$ cat src/rtl/sbsram_pkg.sv
`timescale 1ns/1ps
package sbsram_pkg;

    localparam int LANES   = 4;
    localparam int LANE_W  = 9;
    localparam int WORD_W  = LANES * LANE_W;
    localparam int BURST_W = 2;

    typedef enum logic [1:0] {
        CYC_DESEL = 2'd0,
        CYC_BEGIN = 2'd1,
        CYC_CONT  = 2'd2,
        CYC_SUSP  = 2'd3
    } cyc_kind_e;

    typedef struct packed {
        logic             pri_n;
        logic             sec_n;
        logic             adv_n;
        logic             en1_n;
        logic             en2;
        logic             en3_n;
        logic             gw_n;
        logic             bw_n;
        logic [LANES-1:0] lane_n;
    } ctrl_t;

    typedef struct packed {
        cyc_kind_e        kind;
        logic [LANES-1:0] wmask;
    } cyc_t;

    // spread a per-lane mask over the bits of a word
    function automatic logic [WORD_W-1:0] lane_bits(input logic [LANES-1:0] m);
        logic [WORD_W-1:0] r;
        for (int l = 0; l < LANES; l++) begin
            r[l*LANE_W +: LANE_W] = {LANE_W{m[l]}};
        end
        return r;
    endfunction

endpackage

$ cat src/rtl/sbsram_cycle_decode.sv
`timescale 1ns/1ps
module sbsram_cycle_decode
    import sbsram_pkg::*;
(
    input  ctrl_t c,
    output cyc_t  cyc
);

    logic             start;
    logic             enabled;
    logic [LANES-1:0] ctl_mask;

    always_comb begin
        // the priority strobe is only seen while the first enable is active
        start   = (!c.pri_n && !c.en1_n) || !c.sec_n;
        enabled = !c.en1_n && c.en2 && !c.en3_n;

        if (!c.gw_n)      ctl_mask = '1;
        else if (!c.bw_n) ctl_mask = ~c.lane_n;
        else              ctl_mask = '0;

        if (!start)        cyc.kind = c.adv_n ? CYC_SUSP : CYC_CONT;
        else if (!enabled) cyc.kind = CYC_DESEL;
        else               cyc.kind = CYC_BEGIN;

        // a priority-strobe start is always a read
        if (cyc.kind == CYC_DESEL)                      cyc.wmask = '0;
        else if (cyc.kind == CYC_BEGIN && !c.pri_n)     cyc.wmask = '0;
        else                                            cyc.wmask = ctl_mask;
    end

endmodule

$ cat src/rtl/sbsram_burst_seq.sv
`timescale 1ns/1ps
module sbsram_burst_seq #(
    parameter int W = 2
) (
    input  logic         clk,
    input  logic         rst,
    input  logic         load,
    input  logic         adv,
    input  logic         lin_in,
    input  logic [W-1:0] start_lo,
    output logic [W-1:0] lo_now,
    output logic [W-1:0] lo_next
);

    logic [W-1:0] base_q;
    logic [W-1:0] cnt_q;
    logic         lin_q;

    function automatic logic [W-1:0] offs(input logic [W-1:0] b,
                                          input logic [W-1:0] n,
                                          input logic         lin);
        return lin ? W'(b + n) : (b ^ n);
    endfunction

    always_ff @(posedge clk) begin
        if (rst) begin
            base_q <= '0;
            cnt_q  <= '0;
            lin_q  <= 1'b1;
        end else if (load) begin
            base_q <= start_lo;
            cnt_q  <= '0;
            lin_q  <= lin_in;
        end else if (adv) begin
            cnt_q  <= cnt_q + 1'b1;
        end
    end

    assign lo_now  = offs(base_q, cnt_q, lin_q);
    assign lo_next = offs(base_q, cnt_q + 1'b1, lin_q);

    // every advance lands on a different offset
    p_adv_moves_r5: assert property (@(posedge clk) disable iff (rst)
        (adv && !load) |=> (lo_now != $past(lo_now)));

    // without load or advance the offset is held
    p_susp_holds_r6: assert property (@(posedge clk) disable iff (rst)
        (!adv && !load) |=> $stable(lo_now));

endmodule

$ cat src/rtl/sbsram_out_stage.sv
`timescale 1ns/1ps
module sbsram_out_stage
    import sbsram_pkg::*;
(
    input  logic              clk,
    input  logic              rst,
    input  logic              sleep,
    input  logic              pipe_mode,
    input  logic              oe_n,
    input  logic              rd_act,
    input  logic [WORD_W-1:0] rd_word,
    output logic [WORD_W-1:0] dout,
    output logic              dout_en
);

    logic              pipe_vld;
    logic [WORD_W-1:0] pipe_q;

    always_ff @(posedge clk) begin
        if (rst) begin
            pipe_vld <= 1'b0;
            pipe_q   <= '0;
        end else if (sleep) begin
            pipe_vld <= 1'b0;
        end else begin
            pipe_vld <= rd_act;
            pipe_q   <= rd_word;
        end
    end

    always_comb begin
        dout    = pipe_mode ? pipe_q : rd_word;
        dout_en = !oe_n && !sleep && (pipe_mode ? pipe_vld : rd_act);
    end

    // a pipelined read in flight still reaches the output next cycle
    p_pipe_drains_r11: assert property (@(posedge clk) disable iff (rst)
        (pipe_mode && rd_act && !sleep) |=> (!pipe_mode || sleep || oe_n || dout_en));

    // a high output enable never lets a drive through
    p_oe_blocks_r9: assert property (@(posedge clk) disable iff (rst)
        oe_n |-> !dout_en);

endmodule

$ cat src/rtl/sbsram_ctrl.sv
`timescale 1ns/1ps
module sbsram_ctrl
    import sbsram_pkg::*;
#(
    parameter int AW = 6
) (
    input  logic              clk,
    input  logic              rst,
    input  logic              pipe_mode,
    input  logic              order_lin,
    input  logic              sleep,
    input  logic              oe_n,
    input  logic              en1_n,
    input  logic              en2,
    input  logic              en3_n,
    input  logic              pri_n,
    input  logic              sec_n,
    input  logic              adv_n,
    input  logic              gw_n,
    input  logic              bw_n,
    input  logic [LANES-1:0]  lane_n,
    input  logic [AW-1:0]     addr,
    input  logic [WORD_W-1:0] wdata,
    output logic [WORD_W-1:0] dout,
    output logic              dout_en
);

    localparam int DEPTH = 1 << AW;
    localparam int HI_W  = AW - BURST_W;

    ctrl_t             ctl;
    cyc_t              cyc;
    logic              active;
    logic              rd_act;
    logic [HI_W-1:0]   hi_q;
    logic [BURST_W-1:0] lo_now;
    logic [BURST_W-1:0] lo_next;
    logic [AW-1:0]     cur_addr;
    logic [AW-1:0]     cyc_addr;
    logic              do_load;
    logic              do_adv;
    logic              do_keep;
    logic              we;
    logic [WORD_W-1:0] wbits;
    logic [WORD_W-1:0] mem [DEPTH];

    always_comb begin
        ctl.pri_n  = pri_n;
        ctl.sec_n  = sec_n;
        ctl.adv_n  = adv_n;
        ctl.en1_n  = en1_n;
        ctl.en2    = en2;
        ctl.en3_n  = en3_n;
        ctl.gw_n   = gw_n;
        ctl.bw_n   = bw_n;
        ctl.lane_n = lane_n;
    end

    sbsram_cycle_decode u_dec (
        .c   (ctl),
        .cyc (cyc)
    );

    always_comb begin
        do_load  = !sleep && (cyc.kind == CYC_BEGIN);
        do_adv   = !sleep && active && (cyc.kind == CYC_CONT);
        do_keep  = !sleep && active && (cyc.kind == CYC_SUSP);
        we       = (do_load || do_adv || do_keep) && (|cyc.wmask);
        wbits    = lane_bits(cyc.wmask);
        cur_addr = {hi_q, lo_now};
        if (do_load)     cyc_addr = addr;
        else if (do_adv) cyc_addr = {hi_q, lo_next};
        else             cyc_addr = cur_addr;
    end

    sbsram_burst_seq #(.W(BURST_W)) u_seq (
        .clk      (clk),
        .rst      (rst),
        .load     (do_load),
        .adv      (do_adv),
        .lin_in   (order_lin),
        .start_lo (addr[BURST_W-1:0]),
        .lo_now   (lo_now),
        .lo_next  (lo_next)
    );

    always_ff @(posedge clk) begin
        if (rst) begin
            active <= 1'b0;
            rd_act <= 1'b0;
            hi_q   <= '0;
        end else if (sleep || cyc.kind == CYC_DESEL) begin
            active <= 1'b0;
            rd_act <= 1'b0;
        end else if (do_load) begin
            active <= 1'b1;
            hi_q   <= addr[AW-1:BURST_W];
            rd_act <= ~|cyc.wmask;
        end else if (active) begin
            rd_act <= ~|cyc.wmask;
        end else begin
            rd_act <= 1'b0;
        end
    end

    always_ff @(posedge clk) begin
        if (we) begin
            mem[cyc_addr] <= (mem[cyc_addr] & ~wbits) | (wdata & wbits);
        end
    end

    sbsram_out_stage u_out (
        .clk       (clk),
        .rst       (rst),
        .sleep     (sleep),
        .pipe_mode (pipe_mode),
        .oe_n      (oe_n),
        .rd_act    (rd_act),
        .rd_word   (mem[cur_addr]),
        .dout      (dout),
        .dout_en   (dout_en)
    );

    // a priority-strobe start never stores anything
    p_pri_reads_r2: assert property (@(posedge clk) disable iff (rst)
        (!sleep && !pri_n && !en1_n) |-> !we);

    // no store happens while asleep
    p_sleep_nowrite_r10: assert property (@(posedge clk) disable iff (rst)
        sleep |-> !we);

    // a start with a false enable closes the burst
    p_desel_ends_r1: assert property (@(posedge clk) disable iff (rst)
        (!sleep && !sec_n && (en1_n || !en2 || en3_n)) |=> !active);

    // a store with global write off needs the lane write enable
    p_lane_gate_r4: assert property (@(posedge clk) disable iff (rst)
        (we && gw_n) |-> !bw_n);

    // after a store the flow-through output is not driven
    p_write_hiz_r8: assert property (@(posedge clk) disable iff (rst)
        (we && !pipe_mode) |=> (pipe_mode || !dout_en));

endmodule

$ cat config.mk
export PLATFORM = sky130hd
export DESIGN_NAME = sbsram_ctrl
export DESIGN_NICKNAME = d
export VERILOG_FILES = /design/src/rtl/sbsram_pkg.sv /design/src/rtl/sbsram_cycle_decode.sv /design/src/rtl/sbsram_burst_seq.sv /design/src/rtl/sbsram_out_stage.sv /design/src/rtl/sbsram_ctrl.sv
export SDC_FILE = /design/constraint.sdc
export NUM_CORES = 2
export LEC_CHECK = 0
export BUFFER_PORTS_ARGS = -buffer_cell sky130_fd_sc_hd__buf_4
export CELL_PAD_IN_SITES_DETAIL_PLACEMENT = 0
export CELL_PAD_IN_SITES_GLOBAL_PLACEMENT = 1
export CORE_ASPECT_RATIO = 0.7
export CORE_MARGIN = 3
export CORE_UTILIZATION = 40
export DETAILED_ROUTE_END_ITERATION = 10
export PLACE_DENSITY = 0.58
export SLEW_MARGIN = 20
export SYNTH_ARGS = -nofsm -noshare
export SYNTH_HDL_FRONTEND = slang
export SYNTH_SLANG_ARGS = --single-unit
$ cat constraint.sdc
create_clock -name clk -period 12.12 [get_ports clk]
set_input_delay 2.424 -clock clk [delete_from_list [all_inputs] [get_ports clk]]
set_output_delay 2.424 -clock clk [all_outputs]
set_load 0.02 [all_outputs]
==> results by stage <==
Run status:
- The flow ran to the end, and the final reports show no timing, DRC or antenna violations.

Detailed routing:
- The remaining antenna violation count after routing is 0.
- Summed over all layers, the routed wires come to about 480000 um.
- In the routed layout, each cell is associated on average with a via count of 7.204.
- The first routing iteration left ~15000 violations.
- The via count is 75470.
- For this run, the detailed router's first-pass iteration total came to 9.
- Dividing the detail-routed wire length by the instance count gives between 40 and 50 um.
- The total DRC errors in the routed layout is 0.

Worst setup path:
- On the worst path, the slowest cell contributes a delay of roughly 0.67 ns.
- Among all stages on the critical path, the largest delay is contributed by sky130_fd_sc_hd__xor2_4.
- Of all nets on the critical path, the largest fanout is 95.
- The critical path contains buffers and inverters numbering 4 combined.
- The launching element of the worst setup path is u_seq.base_q[0].
- The endpoint of the most critical setup path is dout[26].
- The capture point of the worst reg-to-reg path is mem[34][2].
- The most repeated library cell on the critical path is sky130_fd_sc_hd__buf_4.
- Data arrives at the worst endpoint at ~6 ns.
- In this run the number of cells on the critical path is 12.
- Counting cells, the worst reg-to-reg path comes to 15.
- The signal on the critical path passes through ha_1 -> nand2_1 -> xor2_4 -> buf_4 -> buf_12 -> buf_4 -> mux4_2 -> mux4_2 -> a22oi_1 -> nand2_1 -> mux2_2 -> buf_4.
- The worst register-to-register path begins at u_seq.base_q[0].
- The critical path in this run is classified as reg -> out.
- Setup slack on the worst reg-to-reg path comes out at between 4 and 5 ns.
- For the worst setup path, the data required time is 9.70 ns.
- The startpoint type of the worst setup path is a flop.
- STA classifies the critical path endpoint as an output port.
- The category of cells accounting for the largest share of critical-path delay is buffers and inverters.

Power:
- The largest vdd supply drop is approximately 120 uV.
- The static leakage power is between 0.03 and 0.04 uW.
- Power spread over the standard cell area amounts to about 150 mW/mm^2.
- The total chip power is between 15000 and 20000 uW.

Floorplanning:
- The die boundary width is around 630 um.
- The floorplan has 158 rows.
- The floorplan step set the die height to approximately 440 um.
- 97 I/O pins were placed.
- The placeable core area is approximately 0.27 sq mm.
- The initial standard-cell utilization of the core is between 40% and 50%.
- The die covers about 0.27 sq mm.

Global routing:
- Entering global routing, the biggest net connects 150 pins.
- The overflow left after global routing is 0.
- The first-pass GRT wire length is between 600000 and 700000 um.
- The number of antenna violations at the first check in global routing is 40.
- The number of global-route vias before repair is 70130.
- Global routing used between 30% and 40% of the available tracks.

Timing:
- The worst setup skew after layout is 0.06042 ns.
- The final-report max-slew violation count is 0.
- Setup repair after global routing left no endpoint under its margin.
- Subtracting the final worst setup slack from the clock period gives about 8.5 ns.
- Setup violations remaining at the end of the flow were counted as 0.
- At the pin with the least slew margin, the transition time is 1.246 ns.
- Measured against its own limit, the worst slew margin works out to approximately 17%.
- In the final timing run, aggregate negative setup slack is 0 ns.
- The count of final hold-check violations is 0.
- For this run, the top clock speed supported by timing is 0.1183 GHz.
- The tightest hold path in the finished design has a slack of 0.4633 ns.
- The period utilization is between 60% and 70%.

Flow run:
- The number of maximum-capacitance constraint violations is 0.

Clock tree:
- The cell chosen for the clock root is sky130_fd_sc_hd__clkbuf_16.
- The number of sinks on the clock net is about 2400.
- In this run, post-CTS repair resized a total of 0 instances.
- Clock-pin slew was measured on the worst setup and hold paths at about 0.070 ns.
- TritonCTS built the clock tree.
- The clock tree buffer depth is 4.
- In this run, CTS created clock tree buffers numbering 234.
- In this run, post-CTS hold repair placed 0 buffers.
- At the later pin of the worst-skew pair, clock insertion delay measures approximately 0.93 ns.
- The buffers inserted during post-CTS setup optimization is 0.
- The H-tree depth reported by CTS is 4.

Synth:
- The most used flip-flop cell after synthesis is sky130_fd_sc_hd__edfxtp_1.
- The count of unique library cells instantiated by Yosys is 89.
- Synthesis handed over a netlist of 6714 instances.
- The number of flip-flops and latches in the synthesized netlist is roughly 2400.
- Counting flops with an async set or reset pin after synthesis yields a share of 0%.
- The post-synthesis net count is approximately 6800.
- Of all cell types, the one taking the most synthesized area is sky130_fd_sc_hd__edfxtp_1.
- In the post-synthesis netlist, the biggest area contributors are sky130_fd_sc_hd__edfxtp_1, sky130_fd_sc_hd__mux4_2, sky130_fd_sc_hd__nand2_1, sky130_fd_sc_hd__a22oi_1, sky130_fd_sc_hd__nand3_1.
- The count of flip-flops with a built-in enable after synthesis is 2304.
- The cell area that synthesis handed to floorplanning was 0.1073 sq mm.
- The mean instance size in the synthesized netlist is 15.98 sq um.
- The fraction of synthesized cell area taken by the top area cell type is roughly 64%.
- The count of warnings emitted by yosys is 0.
- Summing the sequential cell areas from Yosys gives between 60 and 70% of the chip area.

Min path:
- The worst min-delay path category is reg -> reg.

Layout:
- From synthesis to final layout, the design area changed by 12.94%.
- Once layout is complete, the utilization of the core stands at around 46%.
- The final-layout fill cell count is ~23000.
- The final layout net count is roughly 6800.
- The post-route netlist has roughly 23% of its cells at a drive strength greater than 1.

Place:
- The HPWL after detailed placement is 271700 um.
- The weighted congestion reported at the end of routability-driven placement is around 0.87.
- The number of I/O port buffers is 96.
-- tightest hold or removal path: stages (launching register included) --
cell                      delay, ns
sky130_fd_sc_hd__dfxtp_1       0.31
sky130_fd_sc_hd__nand2_1       0.05
sky130_fd_sc_hd__o21ai_0       0.06
-- how the worst min path moves through the flow --
stage / startpoint / to / slack, ns / cells past startpoint
6_report: u_out.pipe_q[1] / u_out.pipe_q[1] / 0.46 / 2
5_1_grt: u_out.pipe_q[10] / u_out.pipe_q[10] / 0.49 / 2
4_1_cts: u_out.pipe_q[1] / u_out.pipe_q[1] / 0.47 / 2
3_5_place_dp: u_out.pipe_q[6] / u_out.pipe_q[6] / 0.46 / 2
3_3_place_gp: u_out.pipe_q[35] / u_out.pipe_q[35] / 0.45 / 2
2_1_floorplan: rd_act / u_out.pipe_vld / 0.43 / 1
-- registers in the layout, summed over array words and instances (netlist names) --
| name | flops |
|---|---|
| u_out.pipe_q | 36 |
| u_seq.cnt_q | 2 |
| hi_q | 4 |
| rd_act | 1 |
| u_out.pipe_vld | 1 |
| u_seq.base_q | 2 |
| mem | 2304 |
| u_seq.lin_q | 1 |
| active | 1 |
-- cell usage after synthesis (all sizes together), types with 44 or more instances --
cell type	n
a221oi	140
mux4	723
nand2	1003
a22oi	211
a32oi	62
nor2	129
mux2i	130
clkbuf	224
dfxtp	48
buf	341
nand3	281
o21ai	120
a21oi	229
a222oi	136
and3	50
edfxtp	2304
nand4	53
mux2	44
a31oi	124
-- through the flow --
| stage | cells | area [sq um] | worst slack [ns] |
|---|---|---|---|
| global placement | 10010 | 113300 | 3.536 |
| CTS | 10440 | 121000 | 3.591 |
| finish | 10480 | 121200 | 3.668 |
| global route | 10440 | 121100 | 3.440 |
| detailed placement | 10020 | 113500 | 3.558 |
| floorplan | 6714 | 107300 | 5.030 |
-- logic make-up (layout without fill, tap and decap cells) --
kind of cell	count (synthesis)	in the layout	share of synthesized area, %
xor+xnor	7	7	0.1014
other cells	0	38	0
compound gates	1325	1325	9.189
buf+inv	569	772	2.293
simple gates	1562	1562	6.183
mux	897	897	16.85
fa+ha+maj	2	2	0.02331
flops	2352	2352	65.36
-- routing by layer --
layer,part of all wire [%],GRT usage [%]
met4,5.0,15.19
met1,39,49.03
met3,15,11.95
met2,41,46.55
met5,0.011,0
-- cell type report --
| cell class | count | area, sq um | area share, % |
|---|---|---|---|
| Inverter | 4 | 22.52 | 0.01858 |
| Tap cell | 3520 | 4404 | 3.634 |
| Clock inverter | 140 | 1389 | 1.146 |
| Antenna cell | 38 | 95.09 | 0.07846 |
| Clock buffer | 281 | 6116 | 5.046 |
| Timing Repair Buffer | 347 | 3133 | 2.585 |
| Multi-Input combinational cell | 3793 | 35890 | 29.61 |
| Sequential cell | 2352 | 70150 | 57.88 |
-- layout by cell type (no fill, tap or decap), types with 39 or more instances in the layout --
cell type                   synthesis  final
sky130_fd_sc_hd__mux2_2            43     43
sky130_fd_sc_hd__and3_1            49     49
sky130_fd_sc_hd__a222oi_1         136    136
sky130_fd_sc_hd__a31oi_1          124    113
sky130_fd_sc_hd__a221o_1           39     39
sky130_fd_sc_hd__clkbuf_1         224     42
sky130_fd_sc_hd__buf_4              6    304
sky130_fd_sc_hd__clkinv_1           0     54
sky130_fd_sc_hd__a32oi_1           62     62
sky130_fd_sc_hd__dfxtp_1           48     47
sky130_fd_sc_hd__nor2_1           124     52
sky130_fd_sc_hd__a21oi_1          226    221
sky130_fd_sc_hd__mux4_2           723    723
sky130_fd_sc_hd__nor2_4             0     73
sky130_fd_sc_hd__a22oi_1          211    211
sky130_fd_sc_hd__edfxtp_1        2304   2304
sky130_fd_sc_hd__nand4_1           53     53
sky130_fd_sc_hd__clkbuf_16          0    237
sky130_fd_sc_hd__nand2_1         1000    992
sky130_fd_sc_hd__mux2i_1          130    130
sky130_fd_sc_hd__buf_12             0     40
sky130_fd_sc_hd__o21ai_0          113    111
sky130_fd_sc_hd__clkinv_2           0     39
sky130_fd_sc_hd__a221oi_1         139    139
sky130_fd_sc_hd__nand3_1          281    281
-- report_power, final --
part / leakage, uW / switching [uW] / internal [uW] / total, uW
clock network: 0.00365 / 3280 / 4170 / 7440
registers: 0.0211 / 7.89 / 9180 / 9180
logic: 0.0128 / 859 / 297 / 1160
Power figures use the tool's default switching activity.
